File: config.mk
export PLATFORM = sky130hd
export DESIGN_NAME = lcd_init_seq
export DESIGN_NICKNAME = d
export VERILOG_FILES = /design/src/rtl/lcd_init_pkg.sv /design/src/rtl/lcd_step_rom.sv /design/src/rtl/lcd_wait_timer.sv /design/src/rtl/lcd_init_seq.sv
export SDC_FILE = /design/constraint.sdc
export NUM_CORES = 1
export LEC_CHECK = 0
export BUFFER_PORTS_ARGS = -buffer_cell sky130_fd_sc_hd__buf_4
export CORE_AREA = 3 3 70 72
export CTS_CLUSTER_SIZE = 30
export DETAILED_ROUTE_END_ITERATION = 8
export DIE_AREA = 0 0 73 75
export SETUP_SLACK_MARGIN = 0.1
export SLEW_MARGIN = 15
export SYNTH_ARGS = -nofsm -noshare
export SYNTH_HDL_FRONTEND = slang
export SYNTH_SLANG_ARGS = --single-unit
File: constraint.sdc
create_clock -name clk -period 4.7 [get_ports clk]
set_clock_uncertainty 0.1 [all_clocks]
set_input_delay 0 -clock clk [delete_from_list [all_inputs] [get_ports clk]]
set_output_delay 0 -clock clk [all_outputs]
set_load 0.1 [all_outputs]
File: src/rtl/lcd_init_pkg.sv
package lcd_init_pkg;

    // function-set fields
    localparam logic [7:0] FN_BASE  = 8'h20;
    localparam logic [7:0] FN_BUS8  = 8'h10;
    localparam logic [7:0] FN_LINE2 = 8'h08;
    localparam logic [7:0] FN_TALL  = 8'h04;

    // display-control fields
    localparam logic [7:0] DC_BASE  = 8'h08;
    localparam logic [7:0] DC_DISP  = 8'h04;
    localparam logic [7:0] DC_CURS  = 8'h02;
    localparam logic [7:0] DC_BLINK = 8'h01;

    // entry-mode fields
    localparam logic [7:0] EM_BASE  = 8'h04;
    localparam logic [7:0] EM_INC   = 8'h02;
    localparam logic [7:0] EM_SHIFT = 8'h01;

    localparam logic [7:0] CMD_CLEAR = 8'h01;

    localparam int N_STEPS = 9;
    localparam int STEP_W  = $clog2(N_STEPS);

    typedef enum logic [1:0] {
        WK_GAP_A,
        WK_GAP_B,
        WK_POLL,
        WK_END
    } wait_kind_e;

    typedef enum logic [1:0] {
        S_DELAY,
        S_ISSUE,
        S_POLL,
        S_DONE
    } seq_state_e;

endpackage

File: src/rtl/lcd_step_rom.sv
module lcd_step_rom
    import lcd_init_pkg::*;
(
    input  logic [STEP_W-1:0] idx,
    output logic [7:0]        cmd,
    output wait_kind_e        kind
);

    localparam logic [7:0] FN_CMD  = FN_BASE | FN_BUS8 | FN_LINE2;
    localparam logic [7:0] DC_OFF  = DC_BASE;
    localparam logic [7:0] DC_ON   = DC_BASE | DC_DISP | DC_CURS | DC_BLINK;
    localparam logic [7:0] EM_CMD  = EM_BASE | EM_INC;

    always_comb begin
        cmd  = FN_CMD;
        kind = WK_POLL;
        unique case (idx)
            4'd0: begin cmd = FN_CMD;    kind = WK_GAP_A; end
            4'd1: begin cmd = FN_CMD;    kind = WK_GAP_B; end
            4'd2: begin cmd = FN_CMD;    kind = WK_POLL;  end
            4'd3: begin cmd = FN_CMD;    kind = WK_POLL;  end
            4'd4: begin cmd = DC_OFF;    kind = WK_POLL;  end
            4'd5: begin cmd = CMD_CLEAR; kind = WK_POLL;  end
            4'd6: begin cmd = EM_CMD;    kind = WK_POLL;  end
            4'd7: begin cmd = DC_ON;     kind = WK_POLL;  end
            4'd8: begin cmd = CMD_CLEAR; kind = WK_END;   end
            default: begin cmd = FN_CMD; kind = WK_END;   end
        endcase
    end

endmodule

File: src/rtl/lcd_wait_timer.sv
module lcd_wait_timer #(
    parameter int                 W       = 20,
    parameter logic [W-1:0]       RST_VAL = '0
) (
    input  logic         clk,
    input  logic         rst,
    input  logic         load,
    input  logic [W-1:0] load_val,
    output logic         zero
);

    logic [W-1:0] cnt;

    always_ff @(posedge clk) begin
        if (rst)
            cnt <= RST_VAL;
        else if (load)
            cnt <= load_val;
        else if (cnt != '0)
            cnt <= cnt - 1'b1;
    end

    assign zero = (cnt == '0);

endmodule

File: src/rtl/lcd_init_seq.sv
module lcd_init_seq
    import lcd_init_pkg::*;
#(
    parameter int CLK_HZ    = 50_000_000,
    parameter int PWRUP_CYC = CLK_HZ / 1000 * 15,
    parameter int GAP_A_CYC = CLK_HZ / 1000 * 5,
    parameter int GAP_B_CYC = CLK_HZ / 1_000_000 * 150
) (
    input  logic       clk,
    input  logic       rst,
    input  logic       bus_ready,
    input  logic       busy_flag,
    output logic [7:0] cmd_byte,
    output logic       rs,
    output logic       wr_valid,
    output logic       poll_req,
    output logic       done
);

    localparam int MAX_CYC = (PWRUP_CYC > GAP_A_CYC) ?
                             ((PWRUP_CYC > GAP_B_CYC) ? PWRUP_CYC : GAP_B_CYC) :
                             ((GAP_A_CYC > GAP_B_CYC) ? GAP_A_CYC : GAP_B_CYC);
    localparam int CNT_W = $clog2(MAX_CYC + 1);
    localparam logic [CNT_W-1:0] PWR_LD   = CNT_W'(PWRUP_CYC - 1);
    localparam logic [CNT_W-1:0] GAP_A_LD = CNT_W'(GAP_A_CYC - 1);
    localparam logic [CNT_W-1:0] GAP_B_LD = CNT_W'(GAP_B_CYC - 1);

    seq_state_e        state, state_nx;
    logic [STEP_W-1:0] idx;
    logic [7:0]        rom_cmd;
    wait_kind_e        rom_kind;
    logic              accept;
    logic              tmr_load;
    logic [CNT_W-1:0]  tmr_val;
    logic              tmr_zero;

    lcd_step_rom u_rom (
        .idx  (idx),
        .cmd  (rom_cmd),
        .kind (rom_kind)
    );

    lcd_wait_timer #(.W(CNT_W), .RST_VAL(PWR_LD)) u_tmr (
        .clk      (clk),
        .rst      (rst),
        .load     (tmr_load),
        .load_val (tmr_val),
        .zero     (tmr_zero)
    );

    assign accept   = (state == S_ISSUE) && bus_ready;
    assign tmr_load = accept && (rom_kind == WK_GAP_A || rom_kind == WK_GAP_B);
    assign tmr_val  = (rom_kind == WK_GAP_A) ? GAP_A_LD : GAP_B_LD;

    // next state
    always_comb begin
        state_nx = state;
        unique case (state)
            S_DELAY: if (tmr_zero) state_nx = S_ISSUE;
            S_ISSUE: begin
                if (bus_ready) begin
                    unique case (rom_kind)
                        WK_GAP_A, WK_GAP_B: state_nx = S_DELAY;
                        WK_POLL:            state_nx = S_POLL;
                        WK_END:             state_nx = S_DONE;
                    endcase
                end
            end
            S_POLL:  if (bus_ready && !busy_flag) state_nx = S_ISSUE;
            S_DONE:  state_nx = S_DONE;
        endcase
    end

    // state and step registers
    always_ff @(posedge clk) begin
        if (rst) begin
            state <= S_DELAY;
            idx   <= '0;
        end else begin
            state <= state_nx;
            if (accept && rom_kind != WK_END)
                idx <= idx + 1'b1;
        end
    end

    // outputs
    always_comb begin
        cmd_byte = rom_cmd;
        rs       = 1'b0;
        wr_valid = 1'b0;
        poll_req = 1'b0;
        done     = 1'b0;
        unique case (state)
            S_DELAY: ;
            S_ISSUE: wr_valid = 1'b1;
            S_POLL:  poll_req = 1'b1;
            S_DONE:  done     = 1'b1;
        endcase
    end

endmodule

After elaboration in Yosys (flattened, before gate mapping)
Memory sizes are Yosys's and may differ from the RTL's. A register that Yosys moved wholly into a read port is not among the register bits.
Cells that the tools add are included.
{"block": "op_classes", "n_addsub": 2, "n_eq_ne": 10, "n_reduce_logical": 13, "n_mux": 13}
{"cell": "$mux W20", "n": 2}
{"cell": "$logic_not A20 Y1", "n": 1}
{"cell": "$reduce_bool A20 Y1", "n": 1}
{"cell": "$sub A20 B1 Y20 const B", "n": 1}
{"cell": "$mux W18", "n": 1}
{"cell": "$eq A2 B2 Y1 const B", "n": 4}
{"cell": "$mux W4", "n": 2}
{"cell": "$ne A2 B2 Y1 const B", "n": 4}
{"cell": "$pmux W2 S4", "n": 1}
{"cell": "$mux W2", "n": 3}
{"cell": "$pmux W2 S3", "n": 1}
{"cell": "$add A4 B1 Y4 const B", "n": 1}
{"cell": "$eq A2 B1 Y1 const B", "n": 2}
{"cell": "$logic_and A1 B1 Y1", "n": 4}
{"cell": "$logic_not A2 Y1", "n": 2}
{"cell": "$mux W1", "n": 3}
{"cell": "$reduce_and A3 Y1", "n": 1}
{"cell": "$reduce_bool A2 Y1", "n": 1}
{"cell": "$reduce_or A2 Y1", "n": 1}
{"cell": "$logic_not A1 Y1", "n": 1}
{"cell": "$logic_or A1 B1 Y1", "n": 1}
{"block": "word_totals", "romBits": 128, "inputBits": 4, "regBits": 26, "memories": 1, "out_inout_bits": 12, "wordCells": 42}
{"name": "(no name shown)", "words": 16, "width": 8, "rd": 1, "rd_clocked_by_memory_dff": 1, "wr": 0, "line": "lcd_step_rom.sv:17", "rtl": "unique case (idx)"}

Depth between registers and ports, before layout
Gate-level depths: netlist (run 1).
{"block": "logic_depth", "word_depth": 5, "depth_mapped": 8, "ltp_nobuf": 8}

Hierarchy
From an unflattened synthesis (run 1), not the netlist that was laid out.
{"block": "hier_totals", "cells_unflattened": 200, "area_unflattened_um2": 1639.1}
{"mod": "lcd_wait_timer", "cells_per_inst": 138, "area_per_inst_um2": 1136.1, "instances": 1, "seq_area_each_um2": 400.4}
{"mod": "lcd_init_seq", "cells_per_inst": 44, "area_per_inst_um2": 382.9, "instances": 1, "seq_area_each_um2": 120.1}
{"mod": "lcd_step_rom", "cells_per_inst": 18, "area_per_inst_um2": 120.1, "instances": 1, "seq_area_each_um2": 0.0}

Worst setup path before layout (run 1)
Ideal clock, no wire load.
{"block": "synth_path", "kind": "reg2out", "startpoint": "register state[0]", "endpoint": "output wr_valid", "path_slack_ns": 2.854, "n_path_buf": 0, "required_time_ns": 4.600, "path_stages_with_launch": 2, "arrival_time_ns": 1.746, "cell_sequence": "dfxtp_1 -> nor2b_1"}
{"block": "synth_between", "elab_chain_len": 2}
{"element": "start, declared", "line": "lcd_init_seq.sv:28", "rtl": "seq_state_e state, state_nx;"}
{"element": "start signal, assigned", "line": "lcd_init_seq.sv:80", "rtl": "state <= state_nx;"}
{"element": "$eq A2 B1 Y1", "line": "lcd_init_seq.sv:93", "rtl": "unique case (state)"}
{"element": "$mux W1", "line": "lcd_init_seq.sv:93"}
{"element": "end, declared", "line": "lcd_init_seq.sv:15", "rtl": "output logic wr_valid,"}
Every way passes these cells.

Worst setup path after layout (run 1)
{"block": "layout_path", "startpoint": "register u_tmr.cnt[0]", "endpoint": "register u_tmr.cnt[19]"}
{"block": "layout_between", "elab_chain_len": 3, "elab_cells_between_ends": 5, "cone_classes": "add/sub (1); mux (2); reduce/logical (2)"}
{"element": "start, declared", "line": "lcd_wait_timer.sv:12", "rtl": "logic [W-1:0] cnt;"}
{"element": "start signal, assigned", "line": "lcd_wait_timer.sv:18", "rtl": "cnt <= load_val;"}
{"element": "start signal, assigned", "line": "lcd_wait_timer.sv:20", "rtl": "cnt <= cnt - 1'b1;"}
{"element": "$sub A20 B1 Y20", "line": "lcd_wait_timer.sv:20"}
{"element": "$mux W20", "line": "lcd_wait_timer.sv:19", "rtl": "else if (cnt != '0)"}
{"element": "$mux W20", "line": "lcd_wait_timer.sv:17", "rtl": "else if (load)"}
Several ways; a longest one is shown, not always the timed one. The select of a mux whose other input is x is not followed.
A chain may end at the register's enable or synchronous reset.

==> results.txt, run 1 <==
CTS placed an instance of sky130_fd_sc_hd__clkbuf_8 at the clock tree root. The yosys synthesis warning count came out at 0. The level count of the clock H-tree is 2. In the synthesized netlist the dominant register cell turns out to be sky130_fd_sc_hd__dfxtp_1. In this run the critical register-to-register path is captured at u_tmr.cnt[19]. Yosys mapped the design onto 56 distinct sky130hd cell types. The arrival time at the worst endpoint came out at 1.99 ns. The count of state elements after synthesis came out at 32.

The buffers plus inverters on the worst setup path is 1. The internal reg-to-reg setup slack is 2.78 ns. The final hold violation count is 0.

The area growth from synthesis to layout is 12.65%. Walking the worst path, the cells encountered are inv_1 > ha_1 > nor3b_4 > nand2_1 > o21ai_1 > nor3_1 > or3_1. Setup repair after global routing left no endpoint under its margin. The worst slew margin relative to its limit came out at 56.57%. The startpoint identified for the worst register-to-register timing path is u_tmr.cnt[0]. The most critical setup path has its startpoint at u_tmr.cnt[0]. The fraction of synthesized cell area taken by the top area cell type is 37.02%. The share of synthesized flip-flops with an asynchronous set or reset came out at 0%. Clock tree synthesis inserted a total of 5 buffers.

Power spread over the standard cell area amounts to 276.0 nW/um^2. The overflow left after global routing came out at 0. The clock insertion delay at the later pin of the skew report is 0.28 ns. Summed over all nets, the switching power comes to 0.0001246 W. The family with the most delay on the worst path is simple AND/OR/NAND/NOR gates.

Detailed routing placed a total of 164 um of wire on met3. The sequential cell fraction of total power is 52.1%. In this run the number of cells on the critical path is 7. The number of I/O pins came out at 16. After layout, the design draws a total of 0.0005381 W. The DRC violation total after the first TritonRoute iteration is 98. The wire length of the first global-routing pass is 6051 um. The post-layout instance area came out at 1949 sq um. The slowest cell on the critical path is sky130_fd_sc_hd__nor3b_4.

The upper clock frequency limit came out at 520.3 MHz. The share of synthesized area occupied by flip-flops and latches is 37.02%. The number of setup violations in the final report is 0. The largest voltage drop on the vdd net came out at 141.7 uV.

The number of routed nets with antenna violations came out at 0. Dividing the detail-routed via count by the number of cells gives 5.229. The sum of negative setup slack is 0 ns. The total number of placement rows came out at 24. The critical path launch point type is a flip-flop.

The count of buffers from port buffering came out at 12. The post-synthesis cell area is 1730 sq um. The number of antenna violations at the first check in global routing came to 0.

Detailed routing placed a total of 1516 um of wire on met2. The depth of the worst register-to-register path is 7. The largest fanout of any net on the critical path is 8. The cell-internal power is 0.0004135 W. The horizontal die dimension is 73 um.

The share of total power dissipated in the clock network is 42.5%. The total routing resource utilization after global routing came out at 14.41%. The congestion estimate from routability-driven global placement came to 0.8245. The final wirelength came out at 3505 um. For this design the static power due to leakage is 0.7611 nW.

The area enclosed by the die boundary came out at 5475 sq um. After synthesis, the cell types taking the most area are sky130_fd_sc_hd__dfxtp_1 37%, sky130_fd_sc_hd__nor2_1 4.1%, sky130_fd_sc_hd__ha_1 3.6%. The type of the setup path with the least slack is flip-flop to flip-flop. The largest single stage delay on the critical path is 0.38 ns. Counting along the longest clock path gives a buffer depth of 2. In the final layout, the share of cells above drive strength 1 is 16.19%.

In this run the worst setup path terminates at u_tmr.cnt[19]. The post-CTS resize count came out at 0. The reported max-cap violation count is 0.

The library cell used most frequently in the layout, excluding fill and tap cells, is sky130_fd_sc_hd__dfxtp_1. The instance area after placement is 1833 sq um. The switching power as a share of total power is 23.15%. The tightest min-delay check is of the primary input to flip-flop type. The portion of the clock cycle consumed by the worst path in the final layout came out at 40.89%. The clock transition at the registers of the reported paths is 0.07 ns. The time the worst path needs with I/O delays and setup is 1.922 ns. TritonCTS built the clock tree. The post-synthesis area per instance came out at 8.829 sq um. The maximum number of pins on one net before global-route repair came out at 15.

The slew at the pin closest to its max-slew limit is 0.6490 ns. The cell count after synthesis came out at 196. The HPWL after detailed placement is 2618 um. The library cells used most frequently in the layout, excluding fill and tap cells, are 32 x sky130_fd_sc_hd__dfxtp_1, 19 x sky130_fd_sc_hd__nor2_1, 13 x sky130_fd_sc_hd__nand2_1, 12 x sky130_fd_sc_hd__buf_4, 10 x sky130_fd_sc_hd__inv_1. The uppermost signal routing layer after detailed routing is met4. The core outline area came out at 4354 sq um. Across all layers, the routed design uses 1,370 vias. For this run, design rule violations remaining after detail routing come to 0. The required time at the endpoint of the critical path is 4.77 ns. The largest total area in the synthesized netlist belongs to sky130_fd_sc_hd__dfxtp_1. From bottom edge to top edge, the die measures 75 um. The wire length per cell is 13.38 um.

In the final routing, the length of wire on met1 measures 1742 um. The effective utilization at floorplan is 39.74%. In this run, synthesis inferred 0 flip-flops with an integrated enable. The antenna diode instance count came out at 0. The clock drives 32 sinks. The net count of the finished layout came out at 219.

STA classifies the critical path endpoint as a flip-flop. The total count of max-transition violations in the final report was 0. The detailed-router iteration count before antenna repair is 4. The share of total power dissipated in combinational logic is 5.4%. The run finished with clean final reports. The via count of the first global-routing pass is 1,243.
[cells by family (layout without fill, tap and decap cells)]
| logic type | Yosys count | count (layout) | synth area share, % |
|---|---|---|---|
| flip-flops | 32 | 32 | 37.02 |
| AND/OR/NAND/NOR | 86 | 86 | 30.44 |
| adder cells (fa/ha/maj) | 5 | 5 | 3.615 |
| AO/OA/AOI/OAI | 41 | 41 | 16.63 |
| buffers and inverters | 19 | 31 | 5.640 |
| XOR/XNOR | 9 | 9 | 4.556 |
| other | 1 | 3 | 0.2167 |
| multiplexers | 3 | 3 | 1.880 |
[through the flow]
stage               cells  utilization [%]  hold slack, ns  setup slack [ns]
floorplan             198                -          0.1257             2.854
global placement      253            42.10          0.1978             2.794
detailed placement    253            42.10          0.2026             2.789
CTS                   262            44.77          0.1402             2.784
global route          262            44.77          0.1725             2.588
finish                262            44.77          0.1462             2.778
[per-layer routing]
metal	global-route usage, %	vias to the layer above
met2	20.95	31
met4	7.377	0
met5	0	-
met1	19.22	600
li1	-	729
met3	4.406	10
[synthesized netlist by cell type (3+ instances only)]
library cell and instances:
sky130_fd_sc_hd__a211oi_1 3, sky130_fd_sc_hd__nand3_1 7, sky130_fd_sc_hd__ha_1 5, sky130_fd_sc_hd__nor3_1 8
sky130_fd_sc_hd__xnor2_1 7, sky130_fd_sc_hd__dfxtp_1 32, sky130_fd_sc_hd__nor4_2 3, sky130_fd_sc_hd__or3_1 5
sky130_fd_sc_hd__nand3b_1 4, sky130_fd_sc_hd__buf_4 5, sky130_fd_sc_hd__inv_1 10, sky130_fd_sc_hd__o21ai_0 8
sky130_fd_sc_hd__and3_1 4, sky130_fd_sc_hd__nand2_1 13, sky130_fd_sc_hd__nor2b_1 5, sky130_fd_sc_hd__a21oi_1 8
sky130_fd_sc_hd__clkbuf_1 3, sky130_fd_sc_hd__nor2_1 19
[power by group through the flow]
stage               registers (W)   logic, W  clock network (W)
finish                   0.000280  0.0000289           0.000229
global route             0.000281  0.0000317           0.000246
CTS                      0.000280  0.0000289           0.000235
detailed placement       0.000287  0.0000282                  0
global placement         0.000286  0.0000281                  0
floorplan                0.000285  0.0000246                  0
[how the worst min path moves through the flow]
stage,start,end,depth (start not counted),slack [ns]
after detailed placement,rst,state[1],2,0.20
after global routing,busy_flag,state[0],4,0.17
after CTS,busy_flag,state[0],4,0.14
after floorplan,busy_flag,state[1],2,0.13
after global placement,rst,state[1],2,0.20
final,busy_flag,state[0],4,0.15
[worst reg2reg max path, stage by stage (launching register included)]
cell                      delay [ns]
sky130_fd_sc_hd__dfxtp_1        0.35
sky130_fd_sc_hd__inv_1          0.09
sky130_fd_sc_hd__ha_1           0.15
sky130_fd_sc_hd__nor3b_4        0.38
sky130_fd_sc_hd__nand2_1        0.17
sky130_fd_sc_hd__o21ai_1        0.22
sky130_fd_sc_hd__nor3_1         0.06
sky130_fd_sc_hd__or3_1          0.30
[sequential cells by signal, summed over array words and instances (netlist names)]
signal	cells
u_tmr.cnt	20
idx	4
u_rom.cmd	4
state	2
u_rom.kind	2
[layout make-up]
| type | count | area [sq um] |
|---|---|---|
| clock buffer | 7 | 96.34 |
| multi-input combinational | 147 | 999.7 |
| sequential | 32 | 640.6 |
| inverter | 10 | 37.54 |
| tap | 52 | 65.06 |
| timing repair buffer | 14 | 110.1 |
| fill | 410 | 2405 |
[repair_timing]
action | in CTS | in global routing
setup buffers | 0 | 0
hold endpoints to repair | 7 | 0
hold buffers | 2 | 0
Power figures use the tool's default switching activity.
==> inputs of run 2 (changes only) <==
--- a/config.mk
+++ b/config.mk
@@ -5,11 +5,12 @@
 export SDC_FILE = /design/constraint.sdc
 export NUM_CORES = 1
 export LEC_CHECK = 0
+export ABC_AREA = 1
 export BUFFER_PORTS_ARGS = -buffer_cell sky130_fd_sc_hd__buf_4
-export CORE_AREA = 3 3 70 72
+export CORE_AREA = 3 3 74 76
 export CTS_CLUSTER_SIZE = 30
 export DETAILED_ROUTE_END_ITERATION = 8
-export DIE_AREA = 0 0 73 75
+export DIE_AREA = 0 0 77 79
 export SETUP_SLACK_MARGIN = 0.1
 export SLEW_MARGIN = 15
 export SYNTH_ARGS = -nofsm -noshare
==> constraint.sdc (replaced) <==
create_clock -name clk -period 2 [get_ports clk]
set_clock_uncertainty 0.1 [all_clocks]
set_input_delay 0 -clock clk [delete_from_list [all_inputs] [get_ports clk]]
set_output_delay 0 -clock clk [all_outputs]
set_load 0.1 [all_outputs]
==> results.txt, run 2 <==
The fraction of synthesized cell area taken by the top area cell type came out at 33.44%. Setup repair after global routing left no endpoint under its margin. The routability congestion estimate from global placement came out at 0.9189.

The floorplan die height came out at 79 um. Of all nets on the critical path, the largest fanout is 6. The clock drives 32 sinks. The clock reaches the later pin of the worst-skew pair after 0.28 ns. The core outline area came out at 4786 sq um. In this run the critical register-to-register path is launched from state[0].

Of the total power, the clock network draws 42.8%. The DRC violation total after the first TritonRoute iteration came out at 161. By instance count, the cell type seen most on the critical path is sky130_fd_sc_hd__nand2_1. The number of I/O pins is 16.

The sum of negative setup slack came out at 0 ns. The buffers plus inverters on the worst setup path came out at 3. The post-DP HPWL is 3102 um. For this run, global-route usage on met2 was measured as 25.09%.

0 antenna diodes ended up in the layout. Using the TritonRoute via totals, the vias-per-cell ratio works out to 4.734. The layout cell share with drive strength beyond 1 is 18.97%. The yosys synthesis warning count came out at 0. The routed design could run at a clock period as short as 1.682 ns. The share of synthesized flip-flops with an asynchronous set or reset is 0%. The reported max-cap violation count came out at 0. The register with the most flip-flops in the layout has 20 of them. The total count of max-transition violations in the final report is 0. Clock-pin slew was measured on the worst setup and hold paths at 0.06 ns. The number of antenna violations at the first check in global routing came to 0. The first global-routing pass estimated 7534 um of wire.

More flip-flops sit in one register than any other, and that register is u_tmr.cnt. The analysis attributes to cell leakage a power of 0.9600 nW. The layer with the highest usage is met2. For this run, the leading register cell type out of synthesis is sky130_fd_sc_hd__dfxtp_1. The slowest cell on the critical path is sky130_fd_sc_hd__dfxtp_2. By instance count, the leading cell after synthesis is sky130_fd_sc_hd__nand2_1. The maximum number of pins on one net before global-route repair came out at 14.

The combined area of the multi-input logic cells came out at 1111 sq um. In this design, the largest share of critical-path delay is due to simple AND/OR/NAND/NOR gates. The count of buffers from port buffering is 12. After clock tree synthesis, the setup repair step added 0 buffers. The met3 track demand over resource is 3.515%. Power comes to 0.001252 W. The switching power as a share of total power came out at 22.80%. The power density relative to cell area came out at 573.6 nW/um^2. Ranked by instance count, the synthesized netlist is headed by 71 x sky130_fd_sc_hd__nand2_1, 38 x sky130_fd_sc_hd__nor2_1, 32 x sky130_fd_sc_hd__dfxtp_1. In the routed design, unresolved DRC markers number 0.

The post-synthesis cell area is 1916 sq um. The launch point of the worst hold path is u_tmr.cnt[18]. Before antenna repair, the detailed router went through 4 iterations.

Combinational logic burns 5.6% of the power. The peak per-stage delay on the critical path is 0.35 ns. Traced cell by cell, the critical path runs through inv_2 > nor2_8 > nand3_4 > inv_4 > nor2_2 > nor3_4 > inv_2 > ha_1 > nand2_1 > nand2_1 > nand2_1. The maximum number of buffers from clock root to sink came out at 2. The number of vias in the routed layout came out at 1,690. The combined flip-flop and latch cell area is 641.9 sq um. The number of distinct library cells after synthesis came out at 37. Sequential elements use 33.44% of the synthesized area. The switching power came out at 0.0002853 W. After synthesis, the cell types taking the most area are sky130_fd_sc_hd__dfxtp_1 33%, sky130_fd_sc_hd__nand2_1 14%, sky130_fd_sc_hd__nor2_1 7.4%. The final cell count without fillers came out at 357. In this run the core area contains 25 standard-cell rows. After detailed placement, the total cell area comes to 2047 sq um. TritonCTS built the clock tree. The number of CTS-inserted buffers is 5.

The sequential cell fraction of total power came out at 51.6%. After the last flow step, the layout net total stands at 299. The count of state elements after synthesis came out at 32. Leaving out fill and tap cells, the most frequent cells in the layout are 71 x sky130_fd_sc_hd__nand2_1, 37 x sky130_fd_sc_hd__nor2_1, 31 x sky130_fd_sc_hd__dfxtp_1, 25 x sky130_fd_sc_hd__inv_1, 21 x sky130_fd_sc_hd__nand3_1.

Relative to the synthesized area, the layout overhead comes to 13.91%. The horizontal die dimension is 77 um. The wire length per cell came out at 11.68 um. Once the floorplan was initialized, standard cells occupied 40.03% of the core.

Internal power comes to 0.0009662 W. The min-delay analysis places its worst path in the category flip-flop to flip-flop. In the finished design, the share of the clock period the worst path needs comes to 84.12%. The layout filler cell count is 499.

The via count of the first global-routing pass was 1,641. STA classifies the critical path endpoint as a flip-flop. The final hold violation count is 0. The arrival time at the worst endpoint is 1.76 ns.

The final wirelength came out at 4169 um. The endpoint with the worst hold slack is u_tmr.cnt[18]. The flow ran to the end, and the final reports show no timing, DRC or antenna violations. The count of nets left with antenna violations once routing finished came out at 0.

The post-layout instance area is 2182 sq um. The area enclosed by the die boundary is 6083 sq um. The level count of the clock H-tree came out at 2.

sky130_fd_sc_hd__dfxtp_1 takes more of the synthesized area than any other cell. The overflow left after global routing came out at 0. In this run, synthesis inferred 0 flip-flops with an integrated enable. STA puts the critical path data required time at 2.08 ns. The largest voltage drop on the vdd net is 341.4 uV. The post-synthesis area per instance came out at 7.017 sq um. The number of cells on the worst hold path is 2. The total instance count after detailed placement is 347. The depth of the worst register-to-register path is 11. The met1 track demand over resource in global routing is 20.00%. After technology mapping, the gate count stands at 273. The type of the setup path with the least slack is flip-flop to flip-flop.

The total routing resource utilization after global routing is 15.45%. The number of setup violations in the final report came out at 0. The clock tree root driver cell is sky130_fd_sc_hd__clkbuf_8. The setup check on the worst reg-to-reg path leaves a slack of 0.32 ns.

The endpoint identified for the worst register-to-register timing path is u_rom.cmd[3]. The upper clock frequency limit came out at 594.4 MHz. The library cell used most frequently in the layout, excluding fill and tap cells, is sky130_fd_sc_hd__nand2_1. STA classifies the critical path startpoint as a flip-flop.
==> run 2: changes by cell type after synthesis, moves of 5 or more <==
| cell | previous run | this run |
|---|---|---|
| sky130_fd_sc_hd__inv_1 | 10 | 25 |
| sky130_fd_sc_hd__nand2_1 | 13 | 71 |
| sky130_fd_sc_hd__nand3_1 | 7 | 21 |
| sky130_fd_sc_hd__nor2_1 | 19 | 38 |
| sky130_fd_sc_hd__nor2_2 | 1 | 9 |
| sky130_fd_sc_hd__nor2b_1 | 5 | 0 |
| sky130_fd_sc_hd__nor3_1 | 8 | 3 |
| sky130_fd_sc_hd__or3_1 | 5 | 0 |
| sky130_fd_sc_hd__xnor2_1 | 7 | 2 |
==> run 2: layout make-up <==
class,count,share of cell area [%]
multi-input combinational,204,50.92
sequential,32,29.42
timing repair buffer,16,5.849
inverter,31,5.562
clock buffer,7,4.415
tap,67,3.842
==> run 2: worst min-delay path, stage by stage, from the launching register on <==
cell and delay, ns:
sky130_fd_sc_hd__dfxtp_1 0.33, sky130_fd_sc_hd__o21ai_0 0.08, sky130_fd_sc_hd__a21oi_1 0.07
==> run 2: routing by layer <==
layer | share of wire, % | vias up
met5 | 0 | -
met4 | 1.6 | 0
met3 | 4.3 | 6
met2 | 46 | 37
met1 | 48 | 761
li1 | - | 886
==> run 2: through the flow <==
step	worst slack (ns)	hold WS [ns]	util, %
final	0.3176	0.4177	45.59
after global routing	0.1295	0.4611	45.59
after CTS	0.2729	0.4146	45.41
after detailed placement	0.2865	0.2201	42.77
after global placement	0.3135	0.2126	42.77
after floorplan	0.02850	0.08027	-
==> run 2: logic make-up after synthesis <==
group	after synthesis	synth area share [%]
xor+xnor	8	3.658
flops	32	33.44
fa+ha+maj	5	3.266
simple gates	161	41.09
other cells	1	0.1958
buf+inv	39	9.470
compound gates	27	8.883
==> run 2: worst max-delay path by stage <==
| stage | end | startpoint | cells after the start | slack, ns |
|---|---|---|---|---|
| finish | u_rom.cmd[3] | state[0] | 11 | 0.32 |
| global route | u_rom.cmd[3] | state[0] | 11 | 0.13 |
| CTS | u_rom.cmd[3] | state[0] | 11 | 0.27 |
| detailed placement | u_rom.cmd[3] | state[0] | 11 | 0.29 |
| global placement | u_rom.cmd[3] | state[0] | 11 | 0.31 |
| floorplan | state[1] | state[1] | 5 | 0.03 |
==> run 2: what timing repair did <==
item                       CTS  global route
hold endpoints to repair    10             0
setup endpoints to repair    0             1
hold buffers                 3             0
resized for setup            0             2
==> run 2: power by group through the flow <==
stage	registers [W]	clock network [W]	logic, W
3_5_place_dp	0.000659	0	0.0000658
6_report	0.000645	0.000536	0.0000705
2_1_floorplan	0.000659	0	0.0000574
3_3_place_gp	0.000660	0	0.0000658
5_1_grt	0.000645	0.000599	0.0000777
4_1_cts	0.000645	0.000565	0.0000707
==> inputs of run 3 (changes only) <==
==> constraint.sdc (replaced) <==
create_clock -name clk -period 1.5 [get_ports clk]
set_clock_uncertainty 0.1 [all_clocks]
set_input_delay 0 -clock clk [delete_from_list [all_inputs] [get_ports clk]]
set_output_delay 0 -clock clk [all_outputs]
set_load 0.1 [all_outputs]
==> results.txt, run 3 (synthesized netlist as in run 2, its figures left out) <==
The critical path goes through nor2_4 > nand2_2 > nor2_4 > nand3_2 > nor2_4 > inv_4 > o21ai_1 > nand2_1. The depth of the worst register-to-register path is 8. Counting instances, the worst hold path has a depth of 4.

Once the floorplan was initialized, standard cells occupied 40.03% of the core. The post-layout instance area is 2979 sq um. The endpoint with the worst hold slack is idx[1].

The worst setup path is of the flip-flop to flip-flop kind. Along the worst path, the maximum fanout reaches 6. The via count of the first global-routing pass is 2,001. The clock tree root driver cell is sky130_fd_sc_hd__clkbuf_8. The final routed DRC violation total is 0. At the end of routability-driven placement, the weighted congestion stood at 0.8951. Leaving out fill and tap cells, the most frequent cell in the layout is sky130_fd_sc_hd__buf_4. Pin placement for this block handled 16 I/O pins. The checks that failed: setup timing. The total power after layout is 0.001808 W.

The DRC violation total after the first TritonRoute iteration is 162. The final route contains 1,983 vias. The maximum number of pins on one net before global-route repair came out at 12.

Max-cap violations in this run came to 0. The critical path launch point type is a flip-flop. The number of setup violations in the final report is 14. The ratio of routed vias to standard cells is 4.825. The total number of placement rows is 25.

At the worst endpoint, the required time is 1.58 ns. The portion of the clock cycle consumed by the worst path in the final layout came out at 104.4%. The region available for standard cell placement spans 4786 sq um.

The die covers 6083 sq um. The number of antenna violations at the first check in global routing is 0. TritonCTS built the clock tree.

After clock tree synthesis, the clock-pin slew on the worst setup and hold paths is 0.07 ns. The power density relative to cell area came out at 606.8 nW/um^2. The layout filler cell count came out at 400.

The longest clock path from root to sink contains 2 buffers. The beginning of the worst register-to-register path is u_tmr.cnt[9]. For flop-to-flop paths, the worst setup slack is -0.07 ns. The detailed-router iteration count before antenna repair came out at 4. The type of the worst min-delay path is primary input to flip-flop. The final cell count without fillers is 411. The peak per-stage delay on the critical path came out at 0.37 ns.

The flow ran to the end, but the final reports show violations. By instance count, the cell type seen most on the critical path is sky130_fd_sc_hd__nor2_4. Across the VDD grid, the largest voltage drop is 491.2 uV.

Clock latency on the worst-skew pair, taken at its later pin, is 0.28 ns. The wire length per cell came out at 13.34 um. The floorplan die height came out at 79 um. The total count of max-transition violations in the final report came out at 0. The H-tree was split into 2 levels. Among all stages on the critical path, the largest delay is contributed by sky130_fd_sc_hd__dfxtp_4. The final hold violation count was 0. After detailed routing, the total wire length is 5482 um.

Setup repair after global routing could not meet its margin everywhere. The count of buffers from port buffering came out at 12. The placement-stage worst setup slack is -0.06815 ns. The net count of the finished layout is 352. Of the cells placed in the final design, the portion with a size suffix greater than 1 is 52.91%.

The final worst slack is -0.06538 ns. The number of CTS-inserted buffers is 5. The horizontal die dimension came out at 77 um. The total routing resource utilization after global routing is 18.70%.

The type of element capturing the critical path is a flip-flop. The overflow left after global routing is 0. CTS saw 32 sinks. The leakage power came out at 1.322 nW. The routed design could run at a clock period as short as 1.565 ns. Once placement completed, the tool counted placed cells totaling 388. The instance area after placement is 2412 sq um. The upper clock frequency limit is 638.8 MHz. The library cells used most frequently in the layout, excluding fill and tap cells, are 59 x sky130_fd_sc_hd__buf_4, 52 x sky130_fd_sc_hd__nand2_1, 22 x sky130_fd_sc_hd__dfxtp_1, 20 x sky130_fd_sc_hd__nor2_4.

The detail route stage leaves a number of antenna-violating nets equal to 0. u_tmr.cnt holds more flip-flops than any other register. The antenna diode instance count is 0. The post-DP HPWL is 3627 um. The reg-to-reg critical path endpoint is u_tmr.cnt[12]. The synthesis-to-finish area growth came out at 55.52%. The number of flip-flops in the largest register came out at 20. The worst hold path begins at bus_ready. STA puts the critical path data arrival time at 1.65 ns.

The first global-routing pass estimated 9059 um of wire.
run 3: cell count changes in the layout (fill, tap and decap cells not counted), moves of 6 or more:
cell                      previous run  this run
sky130_fd_sc_hd__buf_4              13        59
sky130_fd_sc_hd__nand3_1            21        14
sky130_fd_sc_hd__dfxtp_1            31        22
sky130_fd_sc_hd__nor2_1             37        15
sky130_fd_sc_hd__nor2_4              4        20
sky130_fd_sc_hd__buf_6               0         7
sky130_fd_sc_hd__inv_1              25        19
sky130_fd_sc_hd__nand3_2             3        10
sky130_fd_sc_hd__nand2_2             1        19
sky130_fd_sc_hd__nor2_2             10        16
sky130_fd_sc_hd__dfxtp_2             1         7
sky130_fd_sc_hd__nand2_1            71        52
run 3: repair_timing:
item,in CTS,in global routing
hold buffers,3,0
gates cloned,0,0
resized for setup,45,53
endpoints found under the hold margin,10,0
pin swaps,11,25
setup buffers,4,8
setup endpoints to repair,29,30
run 3: where the power goes:
group	switching, W	total, W	internal, W
logic	0.0000869	0.000129	0.0000423
registers	0.00000658	0.000858	0.000852
clock network	0.000328	0.000820	0.000493
total	0.000421	0.00181	0.00139
run 3: how the worst max path moves through the flow:
stage | start | end | slack (ns)
floorplan | state[0] | u_rom.cmd[3] | -0.42
global placement | u_tmr.cnt[12] | u_tmr.cnt[12] | -0.06
detailed placement | state[0] | u_rom.cmd[4] | -0.07
finish | u_tmr.cnt[9] | u_tmr.cnt[12] | -0.07
CTS | state[0] | u_rom.cmd[3] | -0.06
global route | state[0] | u_rom.cmd[3] | -0.14
run 3: layer usage:
metal / track usage (%) / vias up / part of all wire, % / routed length [um]
met2: 34.06 / 40 / 52 / 2851
met3: 3.515 / 9 / 3.8 / 211
met5: 0 / - / 0 / 0
met1: 22.21 / 929 / 42 / 2318
met4: 5.872 / 0 / 1.8 / 100
li1: - / 1005 / - / -
run 3: worst max-delay path: cells and delay by family (launching register included):
kind / cells / cell delay, ns
flip-flops: 1 / 0.37
buffers and inverters: 1 / 0.10
AND/OR/NAND/NOR: 6 / 0.82
AO/OA/AOI/OAI: 1 / 0.09
run 3: metrics by stage:
step	setup TNS [ns]	utilization, %	hold WS, ns
after global placement	-0.2662	50.41	0.2253
after global routing	-1.894	62.25	0.1266
after CTS	-0.1434	56.92	0.1132
after detailed placement	-0.4341	50.41	0.2329
final	-0.3285	62.25	0.1118
after floorplan	-2.859	-	0.07060
run 3: cell type report:
type / count / area, sq um / share of cell area (%)
multi-input combinational: 204 / 1439 / 48.30
sequential: 32 / 660.6 / 22.18
timing repair buffer: 69 / 551.8 / 18.52
inverter: 31 / 136.4 / 4.578
tap: 67 / 83.83 / 2.814
clock buffer: 6 / 72.57 / 2.436
clock inverter: 2 / 35.03 / 1.176
